## src/rtl/pcpu_intc_pkg.sv

```systemverilog
// Package: shared constants for the per-processor interrupt pending block.
// Assumes 32-bit data words and byte addressing with 4-byte alignment.
package pcpu_intc_pkg;
    // word index of each register (byte address bits [3:2])
    localparam int unsigned IDX_PEND = 0;
    localparam int unsigned IDX_CLR  = 1;
    localparam int unsigned IDX_SET  = 2;

    // decoded command of one register access
    typedef enum logic [1:0] {
        CMD_NONE = 2'd0,
        CMD_CLR  = 2'd1,
        CMD_SET  = 2'd2
    } wr_cmd_e;
endpackage

```

## src/rtl/pcpu_regif.sv

```systemverilog
// Module: address decoder and read multiplexer for the pending register.
// Assumes aligned word accesses; any access with nonzero low address bits
// is treated as a miss (writes dropped, reads return zero).
module pcpu_regif
    import pcpu_intc_pkg::*;
#(
    parameter int unsigned ADDR_W = 4,
    parameter int unsigned DATA_W = 32
) (
    input  logic              reg_wr,
    input  logic [ADDR_W-1:0] reg_addr,
    input  logic [DATA_W-1:0] pend_word,
    output wr_cmd_e           wr_cmd,
    output logic [DATA_W-1:0] reg_rdata
);
    localparam int unsigned IDX_W = ADDR_W - 2;

    logic             aligned;
    logic [IDX_W-1:0] word_idx;

    assign aligned  = (reg_addr[1:0] == 2'b00);
    assign word_idx = reg_addr[ADDR_W-1:2];

    // decode the write into a clear or set command
    always_comb begin
        wr_cmd = CMD_NONE;
        if (reg_wr && aligned) begin
            if (word_idx == IDX_W'(IDX_CLR))      wr_cmd = CMD_CLR;
            else if (word_idx == IDX_W'(IDX_SET)) wr_cmd = CMD_SET;
        end
    end

    // only the pending word is readable; everything else reads zero
    always_comb begin
        reg_rdata = '0;
        if (aligned && word_idx == IDX_W'(IDX_PEND)) reg_rdata = pend_word;
    end
endmodule

```

## src/rtl/pcpu_pend.sv

```systemverilog
// Module: pending state of one processor: software bits, broadcast latch,
// timer mirror and the target display bits, plus the assembled read word.
// Assumes level inputs are synchronous to clk. Exposes next-state values
// so the request register can update on the same edge.
module pcpu_pend
    import pcpu_intc_pkg::*;
#(
    parameter int unsigned NUM_LVL = 15,
    parameter int unsigned DATA_W  = 2 * (NUM_LVL + 1)
) (
    input  logic              clk,
    input  logic              rst_n,
    input  wr_cmd_e           wr_cmd,
    input  logic [DATA_W-1:0] wdata,
    input  logic              timer_in,
    input  logic              bcast_in,
    input  logic              is_target,
    input  logic [NUM_LVL:1]  hard_disp,
    output logic [NUM_LVL:1]  soft_q,
    output logic              b15_q,
    output logic              tmr_q,
    output logic [NUM_LVL:1]  disp_q,
    output logic              bc_prev_q,
    output logic [NUM_LVL:1]  soft_d,
    output logic              b15_d,
    output logic              tmr_d,
    output logic [DATA_W-1:0] pend_word
);
    localparam int unsigned SOFT_BASE = NUM_LVL + 1;
    localparam int unsigned LVL_BC    = NUM_LVL;
    localparam int unsigned LVL_TMR   = NUM_LVL - 1;

    logic [NUM_LVL:1] wr_bits;
    logic [NUM_LVL:1] disp_d;
    logic             bc_rise, bc_fall, sw_clr15;

    assign wr_bits  = wdata[DATA_W-1:SOFT_BASE+1];
    assign bc_rise  = bcast_in && !bc_prev_q;
    assign bc_fall  = !bcast_in && bc_prev_q;
    assign sw_clr15 = (wr_cmd == CMD_CLR) && wdata[LVL_BC];

    // next software bits: clear first, then set, so set dominates
    always_comb begin
        soft_d = soft_q;
        if (wr_cmd == CMD_CLR) soft_d = soft_d & ~wr_bits;
        if (wr_cmd == CMD_SET) soft_d = soft_d | wr_bits;
    end

    // next broadcast latch: a rising edge beats any clear
    always_comb begin
        b15_d = b15_q;
        if (bc_rise)                 b15_d = 1'b1;
        else if (bc_fall || sw_clr15) b15_d = 1'b0;
    end

    assign tmr_d  = timer_in;
    assign disp_d = is_target ? hard_disp : '0;

    // state register for all pending sources
    always_ff @(posedge clk) begin
        if (!rst_n) begin
            soft_q    <= '0;
            b15_q     <= 1'b0;
            tmr_q     <= 1'b0;
            disp_q    <= '0;
            bc_prev_q <= 1'b0;
        end else begin
            soft_q    <= soft_d;
            b15_q     <= b15_d;
            tmr_q     <= tmr_d;
            disp_q    <= disp_d;
            bc_prev_q <= bcast_in;
        end
    end

    // assemble the readable word, one generate slice per level
    assign pend_word[0]         = 1'b0;
    assign pend_word[SOFT_BASE] = 1'b0;
    for (genvar lv = 1; lv <= NUM_LVL; lv++) begin : g_word
        if (lv == LVL_BC) begin : g_bc
            assign pend_word[lv] = disp_q[lv] | b15_q;
        end else if (lv == LVL_TMR) begin : g_tmr
            assign pend_word[lv] = disp_q[lv] | tmr_q;
        end else begin : g_hw
            assign pend_word[lv] = disp_q[lv];
        end
        assign pend_word[SOFT_BASE+lv] = soft_q[lv];
    end
endmodule

```

## src/rtl/pcpu_merge.sv

```systemverilog
// Module: registered merge of all request sources into the level vector.
// Assumes hard_route is already gated by the router; only the timer and
// broadcast requests are gated here, by global_dis.
module pcpu_merge #(
    parameter int unsigned NUM_LVL = 15
) (
    input  logic             clk,
    input  logic             rst_n,
    input  logic [NUM_LVL:1] soft_d,
    input  logic             b15_d,
    input  logic             tmr_d,
    input  logic [NUM_LVL:1] hard_route,
    input  logic             global_dis,
    output logic [NUM_LVL:1] irq_lvl
);
    localparam int unsigned LVL_BC  = NUM_LVL;
    localparam int unsigned LVL_TMR = NUM_LVL - 1;

    logic [NUM_LVL:1] irq_d;

    // per-level OR of the three source classes
    for (genvar lv = 1; lv <= NUM_LVL; lv++) begin : g_lvl
        if (lv == LVL_BC) begin : g_bc
            assign irq_d[lv] = hard_route[lv] | soft_d[lv] | (b15_d & ~global_dis);
        end else if (lv == LVL_TMR) begin : g_tmr
            assign irq_d[lv] = hard_route[lv] | soft_d[lv] | (tmr_d & ~global_dis);
        end else begin : g_plain
            assign irq_d[lv] = hard_route[lv] | soft_d[lv];
        end
    end

    // output register for the level vector
    always_ff @(posedge clk) begin
        if (!rst_n) irq_lvl <= '0;
        else        irq_lvl <= irq_d;
    end
endmodule

```

## src/rtl/pcpu_intc.sv

```systemverilog
// Module: per-processor interrupt pending register, top level.
// Ties the register decoder, the pending state and the request merge.
// Assumes one access per cycle and a combinational read path.
module pcpu_intc
    import pcpu_intc_pkg::*;
#(
    parameter int unsigned ADDR_W  = 4,
    parameter int unsigned NUM_LVL = 15,
    parameter int unsigned DATA_W  = 2 * (NUM_LVL + 1)
) (
    input  logic              clk,
    input  logic              rst_n,
    input  logic              reg_wr,
    input  logic [ADDR_W-1:0] reg_addr,
    input  logic [DATA_W-1:0] reg_wdata,
    output logic [DATA_W-1:0] reg_rdata,
    input  logic              timer_in,
    input  logic              bcast_in,
    input  logic              is_target,
    input  logic              global_dis,
    input  logic [NUM_LVL:1]  hard_route,
    input  logic [NUM_LVL:1]  hard_disp,
    output logic [NUM_LVL:1]  irq_lvl
);
    wr_cmd_e           wr_cmd;
    logic [DATA_W-1:0] pend_word;
    logic [NUM_LVL:1]  soft_q, soft_d, disp_q;
    logic              b15_q, b15_d, tmr_q, tmr_d, bc_prev_q;

    pcpu_regif #(.ADDR_W(ADDR_W), .DATA_W(DATA_W)) u_regif (
        .reg_wr    (reg_wr),
        .reg_addr  (reg_addr),
        .pend_word (pend_word),
        .wr_cmd    (wr_cmd),
        .reg_rdata (reg_rdata)
    );

    pcpu_pend #(.NUM_LVL(NUM_LVL), .DATA_W(DATA_W)) u_pend (
        .clk       (clk),
        .rst_n     (rst_n),
        .wr_cmd    (wr_cmd),
        .wdata     (reg_wdata),
        .timer_in  (timer_in),
        .bcast_in  (bcast_in),
        .is_target (is_target),
        .hard_disp (hard_disp),
        .soft_q    (soft_q),
        .b15_q     (b15_q),
        .tmr_q     (tmr_q),
        .disp_q    (disp_q),
        .bc_prev_q (bc_prev_q),
        .soft_d    (soft_d),
        .b15_d     (b15_d),
        .tmr_d     (tmr_d),
        .pend_word (pend_word)
    );

    pcpu_merge #(.NUM_LVL(NUM_LVL)) u_merge (
        .clk        (clk),
        .rst_n      (rst_n),
        .soft_d     (soft_d),
        .b15_d      (b15_d),
        .tmr_d      (tmr_d),
        .hard_route (hard_route),
        .global_dis (global_dis),
        .irq_lvl    (irq_lvl)
    );
endmodule

```

## config.mk

```make
export PLATFORM = sky130hd
export DESIGN_NAME = pcpu_intc
export DESIGN_NICKNAME = d
export VERILOG_FILES = /design/src/rtl/pcpu_intc_pkg.sv /design/src/rtl/pcpu_regif.sv /design/src/rtl/pcpu_pend.sv /design/src/rtl/pcpu_merge.sv /design/src/rtl/pcpu_intc.sv
export SDC_FILE = /design/constraint.sdc
export NUM_CORES = 1
export LEC_CHECK = 0
export BUFFER_PORTS_ARGS = -buffer_cell sky130_fd_sc_hd__buf_2
export CORE_MARGIN = 2
export CORE_UTILIZATION = 42
export CTS_CLUSTER_DIAMETER = 200
export CTS_CLUSTER_SIZE = 14
export DETAILED_ROUTE_END_ITERATION = 10
export PLACE_DENSITY = 0.89
export SETUP_SLACK_MARGIN = 0.15
export SLEW_MARGIN = 20
export SYNTH_ARGS = -nofsm -noshare
export SYNTH_HDL_FRONTEND = slang
export SYNTH_SLANG_ARGS = --single-unit
```

## constraint.sdc

```tcl
create_clock -name clk -period 1.4 [get_ports clk]
set_clock_uncertainty 0.1 [all_clocks]
set_input_delay 0 -clock clk [delete_from_list [all_inputs] [get_ports clk]]
set_output_delay 0 -clock clk [all_outputs]
set_load 0.01 [all_outputs]
```

Yosys cells after proc, flatten, opt, wreduce, memory -nomap -nowiden
Cells that the tools add are included.
{"block": "classes", "eq_ne": 4, "muxes": 8, "n_bitwise": 25, "n_reduce_logical": 11}
{"cell": "two-way mux 32 bit", "n": 1}
{"cell": "two-way mux 15 bit", "n": 2}
{"cell": "bitwise OR 1 bit", "n": 19}
{"cell": "AND 15 bit", "n": 1}
{"cell": "inverter 15 bit", "n": 1}
{"cell": "bitwise OR 15 bit", "n": 1}
{"cell": "two-way mux 2 bit", "n": 3}
{"cell": "logical AND 1 bit", "n": 5}
{"cell": "== test 2 x 1 -> 1 bit (second input constant)", "n": 2}
{"cell": "== test 2 bit (second input constant)", "n": 2}
{"cell": "zero test 2 bit", "n": 2}
{"cell": "AND 1 bit", "n": 2}
{"cell": "zero test 1 bit", "n": 2}
{"cell": "two-way mux 1 bit", "n": 2}
{"cell": "AND reduction 2 bit", "n": 1}
{"cell": "logical OR 1 bit", "n": 1}
{"cell": "inverter 1 bit", "n": 1}
{"block": "totals", "ff_bits": 48, "input_bits": 73, "wordCells": 54}

Longest topological paths before layout
Gate-level depths: netlist (run 1).
{"block": "logic_depth", "ltp_word": 11, "depth_mapped": 6, "depth_no_buf": 4}

Cells and area by module
A second synthesis (run 1) with hierarchy kept.
{"block": "hier_totals", "cells_unflattened": 248, "area_unflattened_um2": 2217.1}
{"module": "pcpu_pend", "instances": 1, "cells_per_inst": 175, "area_per_inst_um2": 1492.7, "seq_area_each_um2": 660.6}
{"module": "pcpu_merge", "instances": 1, "cells_per_inst": 33, "area_per_inst_um2": 441.7, "seq_area_each_um2": 300.3}
{"module": "pcpu_regif", "instances": 1, "cells_per_inst": 40, "area_per_inst_um2": 282.8, "seq_area_each_um2": 0.0}

Least setup slack after synthesis (run 1)
No wires, ideal clock.
{"block": "synth_path", "path_type": "in2reg", "start": "input reg_wr", "end": "register u_merge.irq_lvl[10] (netlist name)", "setup_time_ns": 0.115, "t_arrival_ns": 0.986, "setup_slack_ns": 0.200, "path_stages": 6, "cell_sequence": "nor3b_4 > and3b_1 > buf_6 > buf_12 > a22o_4 > o21a_1"}
{"block": "synth_via", "elab_chain_len": 7, "elab_cells_between_ends": 8}
{"element": "from (decl)", "line_no": "pcpu_intc.sv:13", "text": "input logic reg_wr,"}
{"element": "logical AND 1 bit *", "line_no": "pcpu_regif.sv:27", "text": "if (reg_wr && aligned) begin"}
{"element": "two-way mux 2 bit *", "line_no": "pcpu_regif.sv:27"}
{"element": "== test 2 x 1 -> 1 bit", "line_no": "pcpu_pend.sv:45", "text": "if (wr_cmd == CMD_CLR) soft_d = soft_d & ~wr_bits;"}
{"element": "two-way mux 15 bit", "line_no": "pcpu_pend.sv:45"}
{"element": "bitwise OR 15 bit", "line_no": "pcpu_pend.sv:46", "text": "if (wr_cmd == CMD_SET) soft_d = soft_d | wr_bits;"}
{"element": "two-way mux 15 bit *", "line_no": "pcpu_pend.sv:46"}
{"element": "bitwise OR 1 bit *", "line_no": "pcpu_merge.sv:28", "text": "assign irq_d[lv] = hard_route[lv] | soft_d[lv];"}
{"element": "to (signal assigned)", "line_no": "pcpu_merge.sv:35", "text": "else irq_lvl <= irq_d;"}
{"element": "to (decl)", "line_no": "pcpu_merge.sv:14", "text": "output logic [NUM_LVL:1] irq_lvl"}
Every way passes the cells marked *; elsewhere a longest branch is shown, timed or not.
A chain may end at the register's enable or synchronous reset.

Worst setup path after layout (run 1)
{"block": "layout_path", "start": "input hard_disp[4] (netlist name)", "end": "register u_pend.disp_q[4] (netlist name)"}
{"element": "from (decl)", "line_no": "pcpu_intc.sv:22", "text": "input logic [NUM_LVL:1] hard_disp,"}
{"element": "to (signal assigned)", "line_no": "pcpu_pend.sv:71", "text": "disp_q <= disp_d;"}
{"element": "to (decl)", "line_no": "pcpu_pend.sv:22", "text": "output logic [NUM_LVL:1] disp_q,"}
No word-level cell between the ends.

==> results.yml, run 1 <==
drt:
  ant_nets: 0
  avgViaCountPerCell: 4.92
  wl_per_cell_um: 14.0
  wirelength_mm: 5.48
  vias: 1929
  drt_iter0_drc: 93
  drc: 0
  dr.pass1.iters: 4
synthesis:
  yosys.area.top_type_share: 0.496
  synth_common_cells: "dfxtp_1, and2_1, and3_1"
  synth_most_common_cell: "dfxtp_1"
  yosysSeqAreaShare: 0.496
  synth.distinct_cells: 26
  synth-edff-count: 0
  synth_top_area_cell: "dfxtp_1"
  syn_area_um2: 1940
  ys_top_cells_by_area: "dfxtp_1, and2_1, a22o_4"
  synth_ff_type: "dfxtp_1"
  synth_area_per_cell_um2: 10.4
  synth-async-reset-ratio: 0
  yosys_register_bits: 48
  postSynthCellCount: 186
  yosysWarnings: 0
global_routing:
  grt_pass1_vias: 1920
  grt_usage: 0.213
  globalRouteOverflowTotal: 0
  grt_pass1_wl_mm: 8.53
  antenna_found_initial: 0
  grt_max_degree: 33
power:
  clock_power_share: 0.371
  swShare: 0.212
  p_leak_nw: 1.59
  internal_power_w: 0.00228
  switchingPower_w: 0.000614
  power.total_w: 0.00290
  worst_ir_drop_vdd_mv: 0.557
  combPwrFrac: 0.134
  powerDensity_nw_per_um2: 927
  p_seq_frac: 0.495
die:
  rows: 24
  io_pins: 120
  coreArea_um2: 4380
  start_util: 0.442
  dieArea_um2: 5170
  die_h_um: 71.9
  die_x_um: 71.9
clock_tree:
  cts_root_buf: "clkbuf_8"
  cts_tree: "built"
  clkSinkCount: 48
  cts_made_buffers: 5
  path_clk_slew_ps: 80
  cts_buffer_depth: 2
  insertion_delay_ps: 290
  cts-htree-levels: 2
  cts_setup_buffers: 0
critical_path:
  worst-path-stages: 4
  path_cells: "dlygate4sd3_1 > buf_2 > and3_1 > dlygate4sd3_1"
  startpoint_type: "input port"
  path_max_fanout: 1
  r2r-end: "u_merge.irq_lvl[15]"
  crit_arrival_ps: 1340
  endpoint: "u_pend.disp_q[4]"
  worstSetupPathType: "input port to flop"
  startpoint: "hard_disp[4]"
  rrSetupSlack_ps: 310
  crit_top_cell: "dlygate4sd3_1"
  crit_buf_inv: 3
  required_ps: 1490
  slowest_delay_ps: 540
  r2r_start: "u_pend.soft_q[15]"
  worst-r2r-cell-count: 4
  crit_family: "buffers and inverters"
  crit_path_top_delay_cell: "dlygate4sd3_1"
  endpoint_kind: "flop"
place:
  place.detailed.instances: 332
  place_congestion: 0.808
  hpwl_mm: 3.29
  io_buffer_count: 101
hold_path:
  hold_path.class: "input port to flop"
  holdPathStages: 2
sta:
  fmax_mhz: 799
  fin_crit_ps: 1250
  min_period_over_period: 0.894
  setup_viol: 0
  final_hold_viol_count: 0
  setup-tns-final_ps: 0
  rsz0062_at_grt: "true"
  final-max-slew-violation-count: 0
cells_and_area:
  seq_area_um2: 961
  fillers: 331
  nets: 411
  finish.utilization: 0.712
  multiInputGateArea_um2: 877
  instances_no_fill: 392
  synthToLayoutAreaGrowth_pct: 61.2
  drive_gt1_frac: 0.375
run:
  max-cap-violations: 0
outcome:
  status: "complete, no violations"
==> worst min-delay path by stage <==
stage / startpoint / to / slack, ps
CTS: rst_n / u_merge.irq_lvl[2] / 70
detailed placement: hard_route[2] / u_merge.irq_lvl[2] / 110
floorplan: hard_route[10] / u_merge.irq_lvl[10] / 20
finish: rst_n / u_merge.irq_lvl[2] / 60
global route: rst_n / u_merge.irq_lvl[4] / 80
global placement: hard_route[12] / u_merge.irq_lvl[12] / 110
==> kinds of logic after synthesis <==
family | count (synthesis) | synth area share
other cells | 1 | 0.00194
buf+inv | 19 | 0.0562
simple gates | 81 | 0.260
flops | 48 | 0.496
compound gates | 37 | 0.185
==> timing repair <==
action | in CTS | in global routing
resized for setup | 0 | 1
hold buffers | 51 | 1
hold endpoints to repair | 48 | 1
setup endpoints to repair | 0 | 2
==> cell usage in the layout (no fill, tap or decap), types with 2 or more instances in the layout <==
| cell | synthesis | final |
|---|---|---|
| a21oi_1 | 2 | 2 |
| a22o_1 | 6 | 6 |
| a22o_4 | 8 | 8 |
| and2_1 | 44 | 44 |
| and3_1 | 16 | 16 |
| buf_2 | 1 | 100 |
| buf_4 | 3 | 8 |
| clkbuf_8 | 0 | 7 |
| conb_1 | 1 | 2 |
| dfxtp_1 | 48 | 48 |
| dlygate4sd3_1 | 0 | 51 |
| inv_1 | 3 | 3 |
| nand3_1 | 14 | 14 |
| nor2b_1 | 4 | 4 |
| o21a_1 | 15 | 15 |
==> registers in the layout, summed over array words and instances, names as in the netlist <==
register and count:
u_pend.bc_prev_q 1, u_pend.disp_q 15, u_pend.tmr_q 1, u_pend.b15_q 1, u_pend.soft_q 15, u_merge.irq_lvl 15
==> area by class of cell <==
class                      instances  area share
clock inverter                     1     0.00962
multi-input combinational        120       0.281
sequential                        48       0.308
tap                               52      0.0208
timing repair buffer             160       0.345
inverter                           3     0.00361
antenna                            1    0.000802
clock buffer                       7      0.0309
==> through the flow <==
step	cell area (um^2)	setup WS (ps)	hold slack, ps
finish	3120	148	55.7
global route	3120	127	81.5
CTS	3120	162	70.1
detailed placement	2480	60.9	110
global placement	2480	130	107
floorplan	1940	200	23.8
==> metal layers <==
metal	part of all wire	vias up	GRT usage	wire length [um]
met5	0	-	0	0
met4	0.033	0	0.0964	183
met3	0.051	21	0.0500	281
met2	0.55	84	0.403	3010
met1	0.37	888	0.222	2010
li1	-	936	-	-
==> power by group through the flow <==
stage               sequential [W]  combinational, W  clock, W
finish                     0.00143          0.000387   0.00107
CTS                        0.00143          0.000379   0.00110
global route               0.00144          0.000422   0.00115
detailed placement         0.00147          0.000269         0
floorplan                  0.00148          0.000116         0
global placement           0.00146          0.000260         0
Power figures use the tool's default switching activity.
==> run 2, diff against run 1 <==
Settings changed: CELL_PAD_IN_SITES_DETAIL_PLACEMENT set to 0, CELL_PAD_IN_SITES_GLOBAL_PLACEMENT set to 1, CORE_UTILIZATION 42 to 30, PLACE_DENSITY 0.89 to 0.88.
==> run 2 against run 1 <==
  * Clock-buffer cell count decreased by 1
  * Sequential share of layout area is 0.29 points lower
  * Power down 3.0%
  * Register-to-register slack gained 30 ps
  * Routed wire length is 0.36% lower
  * Combinational power rose by 2%
  * Critical path depth is 1 higher
==> results.yml, run 2 (same netlist as run 1, synthesis figures left out) <==
outcome:
  status: "complete, no violations"
cells_and_area:
  drive_gt1_frac: 0.374
  seq_area_um2: 961
  nets: 412
  synthToLayoutAreaGrowth_pct: 62.7
  final_common_cell: "buf_2"
  final_area_um2: 3150
  diodes: 0
  final_cell_mix: "buf_2, dlygate4sd3_1, dfxtp_1"
  finish.utilization: 0.499
  fillers: 609
  multiInputGateArea_um2: 877
  reg.largest.list: "u_merge.irq_lvl: 15 flops, u_pend.disp_q: 15 flops, u_pend.soft_q: 15 flops"
clock_tree:
  cts_root_buf: "clkbuf_8"
  insertion_delay_ps: 300
  cts_setup_buffers: 0
  cts-htree-levels: 2
  cts_buffer_depth: 2
  clkSinkCount: 48
  path_clk_slew_ps: 80
  cts_tree: "built"
  cts_made_buffers: 5
place:
  io_buffer_count: 101
  hpwl_mm: 3.42
  place_congestion: 0.700
  placed_area_um2: 2530
global_routing:
  grt_pass1_wl_mm: 9.07
  grt_usage: 0.160
  antenna_found_initial: 0
  grt_pass1_vias: 1911
  grt_max_degree: 31
  globalRouteOverflowTotal: 0
hold_path:
  holdPathStages: 2
  min-delay-start: "rst_n"
  whs_endpoint: "u_merge.irq_lvl[3]"
  hold_path.class: "input port to flop"
critical_path:
  path_max_fanout: 3
  worstSetupPathType: "input port to flop"
  endpoint_kind: "flop"
  startpoint_type: "input port"
  r2r-end: "u_merge.irq_lvl[15]"
  worst-r2r-cell-count: 4
  startpoint: "reg_wdata[31]"
  crit_arrival_ps: 1210
  r2r_start: "u_pend.soft_q[15]"
  rrSetupSlack_ps: 340
  required_ps: 1490
drt:
  vias: 1871
  wl_per_cell_um: 13.1
  dr.pass1.iters: 6
  ant_nets: 0
  wirelength_mm: 5.46
  avgViaCountPerCell: 4.49
  drc: 0
  drt_iter0_drc: 43
power:
  p_leak_nw: 1.60
  powerDensity_nw_per_um2: 891
  power.total_w: 0.00281
  worst_ir_drop_vdd_mv: 0.405
die:
  die_h_um: 84.4
  die_x_um: 84.4
  io_pins: 120
  start_util: 0.307
  coreArea_um2: 6310
  rows: 29
  dieArea_um2: 7110
sta:
  final-max-slew-violation-count: 0
  hold_ws_ps: 12.3
  final_hold_viol_count: 0
  setup-tns-final_ps: 0
  min_period_over_period: 0.801
  fin_crit_ps: 1120
  fmax_mhz: 892
  rsz0062_at_grt: "false"
  setup_viol: 0
run:
  max-cap-violations: 0
-- run 2: cell types whose count changed in the layout (fill, tap and decap cells not counted), sizes merged --
cell	change
clkinv	+1
diode	-1
buf	+2
dlygate4sd3	-1
clkbuf	-2
dlymetal6s4s	+1
-- run 2: stage by stage --
stage                     cells  setup WS (ps)
after detailed placement    358           15.2
after global placement      358           72.6
after global routing        417            168
final                       417            279
after CTS                   422            159
after floorplan             187            200
-- run 2: worst max-delay path by stage --
stage,end,slack (ps),depth (start not counted)
floorplan,u_merge.irq_lvl[10],200,6
global placement,u_merge.irq_lvl[15],70,6
detailed placement,u_pend.soft_q[3],20,6
CTS,u_pend.disp_q[6],160,4
global route,reg_rdata[3],170,5
finish,u_merge.irq_lvl[15],280,5
-- run 2: area by class of cell --
type                    count  share of cell area
clock buffers               6              0.0230
clock inverters             2              0.0111
repair buffers            161               0.349
flip-flops and latches     48               0.305
inverters                   3             0.00357
well taps                  77              0.0306
multi-input cells         120               0.278
-- run 2: timing repair --
action | in CTS | in global routing
gates resized for setup | 0 | 1
setup endpoints to repair | 0 | 7
endpoints found under the hold margin | 48 | 6
hold buffers | 56 | 1
-- run 2: critical path, cell delays in order --
cell,delay (ps)
dlygate4sd3_1,540
buf_2,130
a31oi_1,90
a211o_1,280
a22o_1,170
-- run 2: routing by layer --
layer / global-route usage / vias up / part of all wire
li1: - / 937 / -
met1: 0.174 / 872 / 0.39
met2: 0.300 / 55 / 0.55
met3: 0.0344 / 7 / 0.046
met4: 0.0635 / 0 / 0.013
met5: 0 / - / 0
-- run 2: power by group --
group | leakage [nW] | internal [W] | total (W) | switching, W
Combinational | 1.15 | 0.000237 | 0.000393 | 0.000155
Clock | 0.0552 | 0.000530 | 0.000982 | 0.000452
Sequential | 0.395 | 0.00142 | 0.00143 | 0.0000138
==> run 3, diff against run 2 <==
Settings changed: CORE_UTILIZATION 30 to 27, PLACE_DENSITY 0.88 to 0.85.
Clock period 1.4 ns to 0.9 ns, I/O delays scaled along.
==> run 3 against run 2 <==
  * The run now ends with hold timing, setup timing left
  * Critical path depth is 2 lower
  * Die area rose by 11%
  * Setup slack worse by 510 ps
  * Sequential power up 57%
  * Clock power up 37%
  * Core utilization rose by 3.4 points
  * Global-route usage is 0.30 points lower
  * Worst hold slack lost 160 ps
  * Power is 53% higher
  * Register-to-register slack worse by 510 ps
  * Critical endpoint is now reg_rdata[15]
  * Largest cell class unchanged
  * Highest routed layer unchanged
==> results.yml, run 3 (same netlist as run 1, synthesis figures left out) <==
outcome:
  status: "finished, violations left"
  violations: "hold timing, setup timing"
cells_and_area:
  final_area_um2: 3660
  drive_gt1_frac: 0.630
  final_common_cell: "buf_2"
  multiInputGateArea_um2: 1090
  reg.largest.list: "u_merge.irq_lvl: 15 flops, u_pend.disp_q: 15 flops, u_pend.soft_q: 15 flops"
  diodes: 0
  synthToLayoutAreaGrowth_pct: 89.1
  seq_area_um2: 978
  final_cell_mix: "buf_2, buf_6, and2_4"
  nets: 404
  fillers: 602
  finish.utilization: 0.533
power:
  worst_ir_drop_vdd_mv: 0.568
  switchingPower_w: 0.00105
  swShare: 0.245
  power.total_w: 0.00430
  combPwrFrac: 0.164
  clock_power_share: 0.314
  p_seq_frac: 0.522
  p_leak_nw: 1.70
  internal_power_w: 0.00325
  powerDensity_nw_per_um2: 1170
drt:
  vias: 1882
  ant_nets: 0
  wl_per_cell_um: 14.6
  avgViaCountPerCell: 4.40
  drt_iter0_drc: 62
  wirelength_mm: 6.24
  dr.pass1.iters: 3
  drc: 0
die:
  rows: 30
  coreArea_um2: 6870
  start_util: 0.282
  dieArea_um2: 7870
  die_h_um: 88.7
  die_x_um: 88.7
  io_pins: 120
place:
  hpwl_mm: 3.92
  placed_area_um2: 2660
  pre_cts_ws_ps: -434
  place_congestion: 0.783
  io_buffer_count: 101
hold_path:
  hold_path.class: "input port to flop"
  min-delay-start: "hard_route[14]"
  holdPathStages: 3
  whs_endpoint: "u_merge.irq_lvl[14]"
global_routing:
  grt_max_degree: 21
  globalRouteOverflowTotal: 0
  grt_pass1_vias: 1931
  grt_usage: 0.157
  antenna_found_initial: 0
  grt_pass1_wl_mm: 9.44
clock_tree:
  cts_buffer_depth: 2
  cts_hold_buf: 30
  cts_root_buf: "clkbuf_8"
  cts_tree: "built"
  cts_made_buffers: 5
  cts-htree-levels: 2
  insertion_delay_ps: 300
  path_clk_slew_ps: 90
  clkSinkCount: 48
critical_path:
  rrSetupSlack_ps: -170
  crit_arrival_ps: 1030
  startpoint_type: "flop"
  worst-r2r-cell-count: 4
  r2r_start: "u_pend.soft_q[15]"
  path_max_fanout: 2
  worstSetupPathType: "flop to primary output"
  required_ps: 800
  r2r-end: "u_merge.irq_lvl[15]"
  endpoint_kind: "primary output"
run:
  max-cap-violations: 0
sta:
  fin_crit_ps: 1130
  setup_viol: 59
  final_hold_viol_count: 35
  final-max-slew-violation-count: 0
  rsz0062_at_grt: "true"
  timing.final.ws_setup_ps: -230
  min_period_over_period: 1.26
  fmax_mhz: 885
  hold_ws_ps: -146
## run 3: changes by cell type in the layout (fill, tap and decap cells not counted), moves of 14 or more
cell | previous run | this run
buf_6 | 0 | 49
buf_2 | 101 | 59
and2_1 | 44 | 9
and2_4 | 0 | 35
dlygate4sd3_1 | 50 | 30
dfxtp_1 | 48 | 34
dfxtp_2 | 0 | 14
## run 3: worst max path at each step
stage                                endpoint  slack [ps]    startpoint
after floorplan           u_merge.irq_lvl[10]        -270        reg_wr
after global placement     u_merge.irq_lvl[8]        -400   reg_addr[1]
after detailed placement   u_merge.irq_lvl[8]        -430   reg_addr[1]
after CTS                       reg_rdata[15]        -240  u_pend.b15_q
after global routing            reg_rdata[15]        -270  u_pend.b15_q
final                           reg_rdata[15]        -230  u_pend.b15_q
## run 3: per-stage QoR
| step | instances | TNS (ps) |
|---|---|---|
| 2_1_floorplan | 187 | -6390 |
| 3_3_place_gp | 381 | -19910 |
| 3_5_place_dp | 381 | -20810 |
| 4_1_cts | 428 | -5310 |
| 5_1_grt | 428 | -8300 |
| 6_report | 428 | -5600 |
## run 3: what timing repair did
action	4_1_cts	5_1_grt
gates resized for setup	75	41
endpoints found under the setup margin	76	76
hold endpoints to repair	47	29
gates cloned	5	0
setup buffers	4	0
pin swaps	29	15
## run 3: final cells by class
| type | count | area share |
|---|---|---|
| inverters | 3 | 0.00307 |
| flip-flops and latches | 48 | 0.267 |
| clock buffers | 6 | 0.0225 |
| well taps | 96 | 0.0328 |
| repair buffers | 153 | 0.373 |
| clock inverters | 2 | 0.00273 |
| multi-input cells | 120 | 0.298 |
## run 3: per-layer routing
| metal | vias up | part of all wire | track usage |
|---|---|---|---|
| met5 | - | 0 | 0 |
| met4 | 0 | 0.013 | 0.0427 |
| met1 | 888 | 0.42 | 0.199 |
| li1 | 925 | - | - |
| met2 | 63 | 0.52 | 0.269 |
| met3 | 6 | 0.045 | 0.0345 |
## run 3: critical path: stages, from the launching register on
cell and delay, ps:
dfxtp_2 330, buf_6 110, o21a_1 160, buf_2 140
## run 3: power groups by stage
| stage | Clock [W] | Combinational [W] | Sequential [W] |
|---|---|---|---|
| after detailed placement | 0 | 0.000456 | 0.00228 |
| after global routing | 0.00149 | 0.000760 | 0.00226 |
| final | 0.00135 | 0.000704 | 0.00225 |
| after CTS | 0.00140 | 0.000644 | 0.00224 |
| after floorplan | 0 | 0.000194 | 0.00230 |
| after global placement | 0 | 0.000446 | 0.00228 |
